`src/rtl/dfifo_pkg.sv`:
```
package dfifo_pkg;

    // Fill level of one queue, decoded into the status flags.
    typedef enum logic [1:0] {
        LVL_EMPTY   = 2'd0,
        LVL_PARTIAL = 2'd1,
        LVL_NEAR    = 2'd2,
        LVL_FULL    = 2'd3
    } fill_state_t;

    // Sort an occupancy against the active depth into a fill level.
    function automatic fill_state_t classify_fill(input int unsigned cnt,
                                                  input int unsigned dep);
        fill_state_t lvl;
        if (cnt == 0)
            lvl = LVL_EMPTY;
        else if (cnt >= dep)
            lvl = LVL_FULL;
        else if (cnt == dep - 1)
            lvl = LVL_NEAR;
        else
            lvl = LVL_PARTIAL;
        return lvl;
    endfunction

endpackage

```
`src/rtl/dfifo_depth_sel.sv`:
```
module dfifo_depth_sel #(
    parameter int STORE_DEPTH   = 32,
    parameter int SHALLOW_DEPTH = 4,
    parameter int FS_W          = 6,
    parameter int NARROW_MAX    = 8,
    parameter int MID_MAX       = 16,
    localparam int CNT_W        = $clog2(STORE_DEPTH) + 1
) (
    input  logic             deep_en_i,
    input  logic [FS_W-1:0]  frame_size_i,
    output logic [CNT_W-1:0] depth_o
);
    // Depth bands: full storage, half storage, quarter storage.
    localparam logic [CNT_W-1:0] DEPTH_NARROW  = CNT_W'(STORE_DEPTH);
    localparam logic [CNT_W-1:0] DEPTH_MID     = CNT_W'(STORE_DEPTH / 2);
    localparam logic [CNT_W-1:0] DEPTH_WIDE    = CNT_W'(STORE_DEPTH / 4);
    localparam logic [CNT_W-1:0] DEPTH_SHALLOW = CNT_W'(SHALLOW_DEPTH);

    always_comb begin
        if (!deep_en_i)
            depth_o = DEPTH_SHALLOW;
        else if (int'(frame_size_i) <= NARROW_MAX)
            depth_o = DEPTH_NARROW;
        else if (int'(frame_size_i) <= MID_MAX)
            depth_o = DEPTH_MID;
        else
            depth_o = DEPTH_WIDE;
    end
endmodule

```
`src/rtl/dfifo_word.sv`:
```
module dfifo_word
    import dfifo_pkg::*;
#(
    parameter int WORD_W      = 32,
    parameter int STORE_DEPTH = 32,
    parameter bit OVF_TRACK   = 1'b0,
    localparam int PTR_W      = $clog2(STORE_DEPTH),
    localparam int CNT_W      = PTR_W + 1
) (
    input  logic              clk,
    input  logic              rst_n,
    input  logic              clr_i,
    input  logic [CNT_W-1:0]  depth_i,
    input  logic              push_i,
    input  logic [WORD_W-1:0] wdata_i,
    input  logic              pop_i,
    input  logic              ovf_ack_i,
    output logic [WORD_W-1:0] rdata_o,
    output logic              empty_o,
    output logic              full_o,
    output logic              full_next_o,
    output logic              ovf_stat_o,
    output logic              ovf_raw_o
);
    localparam logic [PTR_W-1:0] PTR_LAST = PTR_W'(STORE_DEPTH - 1);

    logic [WORD_W-1:0] mem_q [STORE_DEPTH];
    logic [PTR_W-1:0]  wr_ptr_q, rd_ptr_q;
    logic [CNT_W-1:0]  count_q, count_d;
    fill_state_t       state_q, state_d;
    logic              accept_push, accept_pop, push_drop;

    assign accept_push = push_i && (count_q < depth_i) && !clr_i;
    assign accept_pop  = pop_i  && (count_q != '0)     && !clr_i;
    assign push_drop   = push_i && (count_q >= depth_i) && !clr_i;

    function automatic logic [PTR_W-1:0] ptr_next(input logic [PTR_W-1:0] p);
        return (p == PTR_LAST) ? '0 : p + 1'b1;
    endfunction

    // Next occupancy
    always_comb begin
        count_d = count_q;
        if (clr_i)
            count_d = '0;
        else if (accept_push && !accept_pop)
            count_d = count_q + 1'b1;
        else if (!accept_push && accept_pop)
            count_d = count_q - 1'b1;
    end

    // Storage and pointers
    always_ff @(posedge clk) begin
        if (accept_push)
            mem_q[wr_ptr_q] <= wdata_i;
    end

    always_ff @(posedge clk or negedge rst_n) begin
        if (!rst_n) begin
            wr_ptr_q <= '0;
            rd_ptr_q <= '0;
            count_q  <= '0;
        end else if (clr_i) begin
            wr_ptr_q <= '0;
            rd_ptr_q <= '0;
            count_q  <= '0;
        end else begin
            if (accept_push) wr_ptr_q <= ptr_next(wr_ptr_q);
            if (accept_pop)  rd_ptr_q <= ptr_next(rd_ptr_q);
            count_q <= count_d;
        end
    end

    // Fill-level machine: next state from next occupancy and active depth
    always_comb begin
        state_d = classify_fill(int'(count_d), int'(depth_i));
    end

    always_ff @(posedge clk or negedge rst_n) begin
        if (!rst_n)
            state_q <= LVL_EMPTY;
        else
            state_q <= state_d;
    end

    // Flag decode
    always_comb begin
        empty_o     = 1'b0;
        full_o      = 1'b0;
        full_next_o = 1'b0;
        unique case (state_q)
            LVL_EMPTY:   empty_o     = 1'b1;
            LVL_PARTIAL: ;
            LVL_NEAR:    full_next_o = 1'b1;
            LVL_FULL:    full_o      = 1'b1;
        endcase
    end

    assign rdata_o = (count_q == '0) ? '0 : mem_q[rd_ptr_q];

    // Overflow tracking, receive variant only
    generate
        if (OVF_TRACK) begin : g_ovf
            logic stat_q, raw_q;
            always_ff @(posedge clk or negedge rst_n) begin
                if (!rst_n) begin
                    stat_q <= 1'b0;
                    raw_q  <= 1'b0;
                end else begin
                    if (push_drop)
                        stat_q <= 1'b1;
                    else if (pop_i)
                        stat_q <= 1'b0;
                    if (push_drop)
                        raw_q <= 1'b1;
                    else if (ovf_ack_i)
                        raw_q <= 1'b0;
                end
            end
            assign ovf_stat_o = stat_q;
            assign ovf_raw_o  = raw_q;

            assert_rx_overflow_R5: assert property (@(posedge clk) disable iff (!rst_n)
                (push_i && !clr_i && count_q >= depth_i) |=> (ovf_stat_o && ovf_raw_o));
        end else begin : g_no_ovf
            logic unused_ack;
            assign unused_ack = ovf_ack_i;
            assign ovf_stat_o = 1'b0;
            assign ovf_raw_o  = 1'b0;
        end
    endgenerate

    assert_push_drop_R4: assert property (@(posedge clk) disable iff (!rst_n)
        (push_i && !pop_i && !clr_i && count_q >= depth_i) |=> $stable(count_q));

    assert_empty_pop_R7: assert property (@(posedge clk) disable iff (!rst_n)
        (pop_i && !push_i && !clr_i && empty_o) |=> (empty_o && $stable(rd_ptr_q)));

    assert_clear_R9: assert property (@(posedge clk) disable iff (!rst_n)
        clr_i |=> (empty_o && !full_o && !full_next_o && rdata_o == '0));

    assert_flag_excl_R6: assert property (@(posedge clk) disable iff (!rst_n)
        $countones({empty_o, full_o, full_next_o}) <= 1);
endmodule

```
`src/rtl/dfifo_top.sv`:
```
module dfifo_top #(
    parameter int WORD_W        = 32,
    parameter int STORE_DEPTH   = 32,
    parameter int SHALLOW_DEPTH = 4,
    parameter int FS_W          = 6
) (
    input  logic              clk,
    input  logic              rst_n,
    input  logic              deep_en,
    input  logic [FS_W-1:0]   frame_size,
    input  logic              tx_clr,
    input  logic              rx_clr,
    input  logic              tx_push,
    input  logic [WORD_W-1:0] tx_wdata,
    input  logic              tx_pop,
    output logic [WORD_W-1:0] tx_rdata,
    output logic              tx_empty,
    output logic              tx_full,
    output logic              tx_full_next,
    input  logic              rx_push,
    input  logic [WORD_W-1:0] rx_wdata,
    input  logic              rx_pop,
    output logic [WORD_W-1:0] rx_rdata,
    output logic              rx_empty,
    output logic              rx_full,
    output logic              rx_full_next,
    input  logic              rx_ovf_ack,
    output logic              rx_ovf_stat,
    output logic              rx_ovf_raw
);
    localparam int CNT_W = $clog2(STORE_DEPTH) + 1;

    logic [CNT_W-1:0] depth_s;
    logic             tx_unused_stat, tx_unused_raw;

    dfifo_depth_sel #(
        .STORE_DEPTH  (STORE_DEPTH),
        .SHALLOW_DEPTH(SHALLOW_DEPTH),
        .FS_W         (FS_W)
    ) u_depth (
        .deep_en_i   (deep_en),
        .frame_size_i(frame_size),
        .depth_o     (depth_s)
    );

    dfifo_word #(
        .WORD_W     (WORD_W),
        .STORE_DEPTH(STORE_DEPTH),
        .OVF_TRACK  (1'b0)
    ) u_tx (
        .clk        (clk),
        .rst_n      (rst_n),
        .clr_i      (tx_clr),
        .depth_i    (depth_s),
        .push_i     (tx_push),
        .wdata_i    (tx_wdata),
        .pop_i      (tx_pop),
        .ovf_ack_i  (1'b0),
        .rdata_o    (tx_rdata),
        .empty_o    (tx_empty),
        .full_o     (tx_full),
        .full_next_o(tx_full_next),
        .ovf_stat_o (tx_unused_stat),
        .ovf_raw_o  (tx_unused_raw)
    );

    dfifo_word #(
        .WORD_W     (WORD_W),
        .STORE_DEPTH(STORE_DEPTH),
        .OVF_TRACK  (1'b1)
    ) u_rx (
        .clk        (clk),
        .rst_n      (rst_n),
        .clr_i      (rx_clr),
        .depth_i    (depth_s),
        .push_i     (rx_push),
        .wdata_i    (rx_wdata),
        .pop_i      (rx_pop),
        .ovf_ack_i  (rx_ovf_ack),
        .rdata_o    (rx_rdata),
        .empty_o    (rx_empty),
        .full_o     (rx_full),
        .full_next_o(rx_full_next),
        .ovf_stat_o (rx_ovf_stat),
        .ovf_raw_o  (rx_ovf_raw)
    );
endmodule

```
`config.mk`:
```
export PLATFORM = sky130hd
export DESIGN_NAME = dfifo_top
export DESIGN_NICKNAME = d
export VERILOG_FILES = /design/src/rtl/dfifo_pkg.sv /design/src/rtl/dfifo_depth_sel.sv /design/src/rtl/dfifo_word.sv /design/src/rtl/dfifo_top.sv
export SDC_FILE = /design/constraint.sdc
export NUM_CORES = 2
export LEC_CHECK = 0
export ABC_AREA = 1
export BUFFER_PORTS_ARGS = -buffer_cell sky130_fd_sc_hd__buf_2
export CAP_MARGIN = 20
export CORE_ASPECT_RATIO = 1.2
export CORE_MARGIN = 1.5
export CORE_UTILIZATION = 30
export CTS_CLUSTER_DIAMETER = 200
export DETAILED_ROUTE_END_ITERATION = 10
export PLACE_DENSITY = 0.51
export SYNTH_ARGS = -nofsm -noshare
export SYNTH_HDL_FRONTEND = slang
export SYNTH_SLANG_ARGS = --single-unit
```
`constraint.sdc`:
```
create_clock -name clk -period 4.8 [get_ports clk]
set_input_delay 0.24 -clock clk [delete_from_list [all_inputs] [get_ports clk]]
set_output_delay 0.24 -clock clk [all_outputs]
set_load 0.05 [all_outputs]
```
==> results.cfg <==
[outcome]
run_status = completed

[clock_network]
tritoncts = done
clock-sinks = 2086
cts_root_buf = sky130_fd_sc_hd__clkbuf_16
clk_pin_slew_worst_paths_ns = 0.06
clock_tree.buffer_depth = 4
clk_latency_ns = 0.87
cts_buffers = 220
ctsHtreeMaxLevel = 4
cts.repair.resized = 0

[routing]
wl_mm = 254
drtPass1Iterations = 5
antenna_violating_nets_post_route = 0
detailedRoute.firstIterationViolations = 4987
avgViaCountPerCell = 5.16
vias = 53517
route.detailed.wl_per_inst_um = 24.5
drcViolationCount = 0

[logic_synthesis]
synth.top_cells.by_area = sky130_fd_sc_hd__edfxtp_1 (74%), sky130_fd_sc_hd__o21ai_0 (7.4%), sky130_fd_sc_hd__nor2_1 (6.8%), sky130_fd_sc_hd__o22ai_1 (4.7%), sky130_fd_sc_hd__clkbuf_1 (1.4%)
net_count_synth = 6512
yosys.area.top_type = sky130_fd_sc_hd__edfxtp_1
async_flop_share_pct = 1.82
ys_dominant_reg_cell = sky130_fd_sc_hd__edfxtp_1
synth.ff_latch_count = 2086
synth_top_area_share_pct = 74.0
ys_seq_area_share_pct = 75.2
synthesized_area_per_cell_um2 = 13.0
synth_enable_flop_cells = 2048
synth_area_um2 = 83100
synthesis.instances = 6399
ys_warns = 0
ys_types = 41

[cells_and_area]
mostFrequentLayoutCell = sky130_fd_sc_hd__edfxtp_1
area_growth_syn_to_layout_pct = 17.0
final_layout_size_suffix_gt1_share_pct = 12.1
filler_cell_count = 26687
final_cell_mix = sky130_fd_sc_hd__edfxtp_1 (2,048), sky130_fd_sc_hd__nor2_1 (1,449), sky130_fd_sc_hd__o21ai_0 (1,236)
final_net_count = 6680
final_core_utilization_pct = 35.3

[global_routing]
grt-ovfl-total = 0
grt_antenna_before_repair = 8
wire_length_of_the_first_global_routing_pass_mm = 367
grt_max_degree = 146
overall_routing_resource_usage_pct = 17.5
grt_pass1_vias = 52009

[floorplanning]
core.rowCount = 211
io_pins = 152
placeable_core_region_um2 = 275000
die_outline_area_um2 = 280000
die-height_um = 579
die_x_um = 483
initial_core_util_pct = 30.2

[worst_setup_path]
cp_data_required_time_ns = 4.56
cp_common_cell = sky130_fd_sc_hd__nor2_1
critical_path_class = flop to output pin
start_kind = flop
worstSetupEndpointType = output pin
critical_path.max_stage_delay_ns = 0.71
worstPathCellList = inv_16 > buf_4 > nor2_1 > o22ai_1 > o21ai_0 > o22ai_1 > nor2_1 > nor2_1 > buf_2
critical_path_peak_fanout = 145
crit_slowest_cell = sky130_fd_sc_hd__dfrtp_4
crit_arrival_ns = 4.30

[timing]
grt_setup_unrepaired = no
post-route-period-util_pct = 94.5
report.final.hold_viol_count = 0
fmax_mhz = 221
finalHoldWorstSlack_ns = 0.0249
finalSetupViolCount = 0
final_clock_skew_ns = 0.0948
totalNegativeSetupSlack_ns = 0
slew-limit-headroom_pct = 29.8
period_needed_ns = 4.54
slew_viol_final = 0
layout_setup_ws_ns = 0.265
worst_slew_pin_slew_ns = 1.04

[pwr]
power_per_cell_area_nw_per_um2 = 567
worst_ir_drop_vdd_uv = 962
leakagePower_nw = 31.4

[placement]
dp_slack_ns = 0.880
io_buffers = 151
dpl.hpwl_mm = 152
routabilityCongestion = 0.858

[hold_path]
class_of_the_tightest_hold_or_removal_check = input pin to flop

[run]
max_cap_viol_count = 0
-- worst max-delay path: cells and delay by family (launching register included) --
kind            cells  cell delay, ns
compound gates      3            0.72
buf+inv             3            1.14
flops               1            0.71
simple gates        3            0.67
-- where the power goes --
group | leakage, nW | internal, mW | switching, mW
Combinational | 8.89 | 4.21 | 12.5
Sequential | 18.9 | 20.3 | 0.340
Clock | 3.64 | 10.6 | 7.20
Total | 31.4 | 35.1 | 20.0
-- through the flow --
step | power (mW) | area, um^2 | cells
2_1_floorplan | 31.4 | 83100 | 6399
3_3_place_gp | 37.8 | 89200 | 9914
3_5_place_dp | 37.8 | 89200 | 9914
4_1_cts | 55.6 | 97200 | 10369
5_1_grt | 57.3 | 97200 | 10371
6_report | 55.1 | 97200 | 10375
-- synthesized netlist by cell type, types with 3 or more instances --
cell and n:
sky130_fd_sc_hd__edfxtp_1 2048, sky130_fd_sc_hd__nor2_1 1513, sky130_fd_sc_hd__o21ai_0 1236, sky130_fd_sc_hd__o22ai_1 618, sky130_fd_sc_hd__clkbuf_1 305, sky130_fd_sc_hd__nand2_1 112
sky130_fd_sc_hd__buf_2 103, sky130_fd_sc_hd__o21ai_1 88, sky130_fd_sc_hd__inv_1 72, sky130_fd_sc_hd__nand3_1 50, sky130_fd_sc_hd__dfrtp_1 38, sky130_fd_sc_hd__ha_1 33
sky130_fd_sc_hd__o32ai_1 29, sky130_fd_sc_hd__a21oi_1 25, sky130_fd_sc_hd__buf_4 20, sky130_fd_sc_hd__xor2_1 14, sky130_fd_sc_hd__nand2_2 13, sky130_fd_sc_hd__buf_6 10
sky130_fd_sc_hd__inv_2 8, sky130_fd_sc_hd__nand4_1 7, sky130_fd_sc_hd__nand2_4 6, sky130_fd_sc_hd__nand3_2 6, sky130_fd_sc_hd__nor2_2 6, sky130_fd_sc_hd__buf_1 5
sky130_fd_sc_hd__or2_2 5, sky130_fd_sc_hd__clkbuf_2 4, sky130_fd_sc_hd__nor2_4 4, sky130_fd_sc_hd__nor3_1 3
-- path summary, 6_finish.rpt --
path                             startpoint                 to  slack, ns  cells after the start
min                            rx_wdata[12]  u_rx.mem_q[3][12]       0.02                      1
max                        u_rx.rd_ptr_q[0]        rx_rdata[4]       0.26                      9
min reg2reg                u_rx.wr_ptr_q[0]   u_rx.wr_ptr_q[0]       0.64                      1
max reg2reg                 u_tx.count_q[5]  u_tx.mem_q[8][31]       1.65                     11
min in group asynchronous             rst_n   u_rx.wr_ptr_q[3]       0.06                      3
max in group asynchronous             rst_n   u_tx.rd_ptr_q[3]       4.22                      3
-- cell type report --
cell class                 count  area (um^2)  share of cell area [%]
clock inverter               141         1680                    1.73
sequential                  2086        62500                    64.3
timing repair buffer         393         3500                    3.60
multi-input combinational   3783        18800                    19.3
inverter                      83          367                   0.377
tap                         3621         4530                    4.66
clock buffer                 262         5810                    5.98
antenna                        6         15.0                  0.0154
-- repair_timing --
item	in CTS	in global routing
buffers inserted	0	0
hold buffers	52	0
hold endpoints to repair	936	0
-- state kept, by name, indices dropped and copies added, names as in the netlist, 2 cells and up --
name,cells
u_rx.state_q,2
u_tx.rd_ptr_q,5
u_rx.count_q,6
u_rx.rd_ptr_q,5
u_tx.state_q,2
u_tx.mem_q,1024
u_rx.wr_ptr_q,5
u_tx.count_q,6
u_tx.wr_ptr_q,5
u_rx.mem_q,1024
-- metal layers --
metal | up-vias | global-route usage, % | wire length [um]
li1 | 24164 | - | -
met1 | 27192 | 21.6 | 101000
met2 | 1735 | 31.4 | 130000
met3 | 426 | 2.09 | 12800
met4 | 0 | 6.68 | 10000
met5 | - | 0 | 0
-- kinds of logic after synthesis --
logic type,synth area share (%)
and+or+nand+nor,8.26
buffers and inverters,2.75
xor gates and xnor gates,0.169
adders and majority gates,0.497
AOI/OAI and AO/OA,13.1
DFF,75.2
Power figures use the tool's default switching activity.
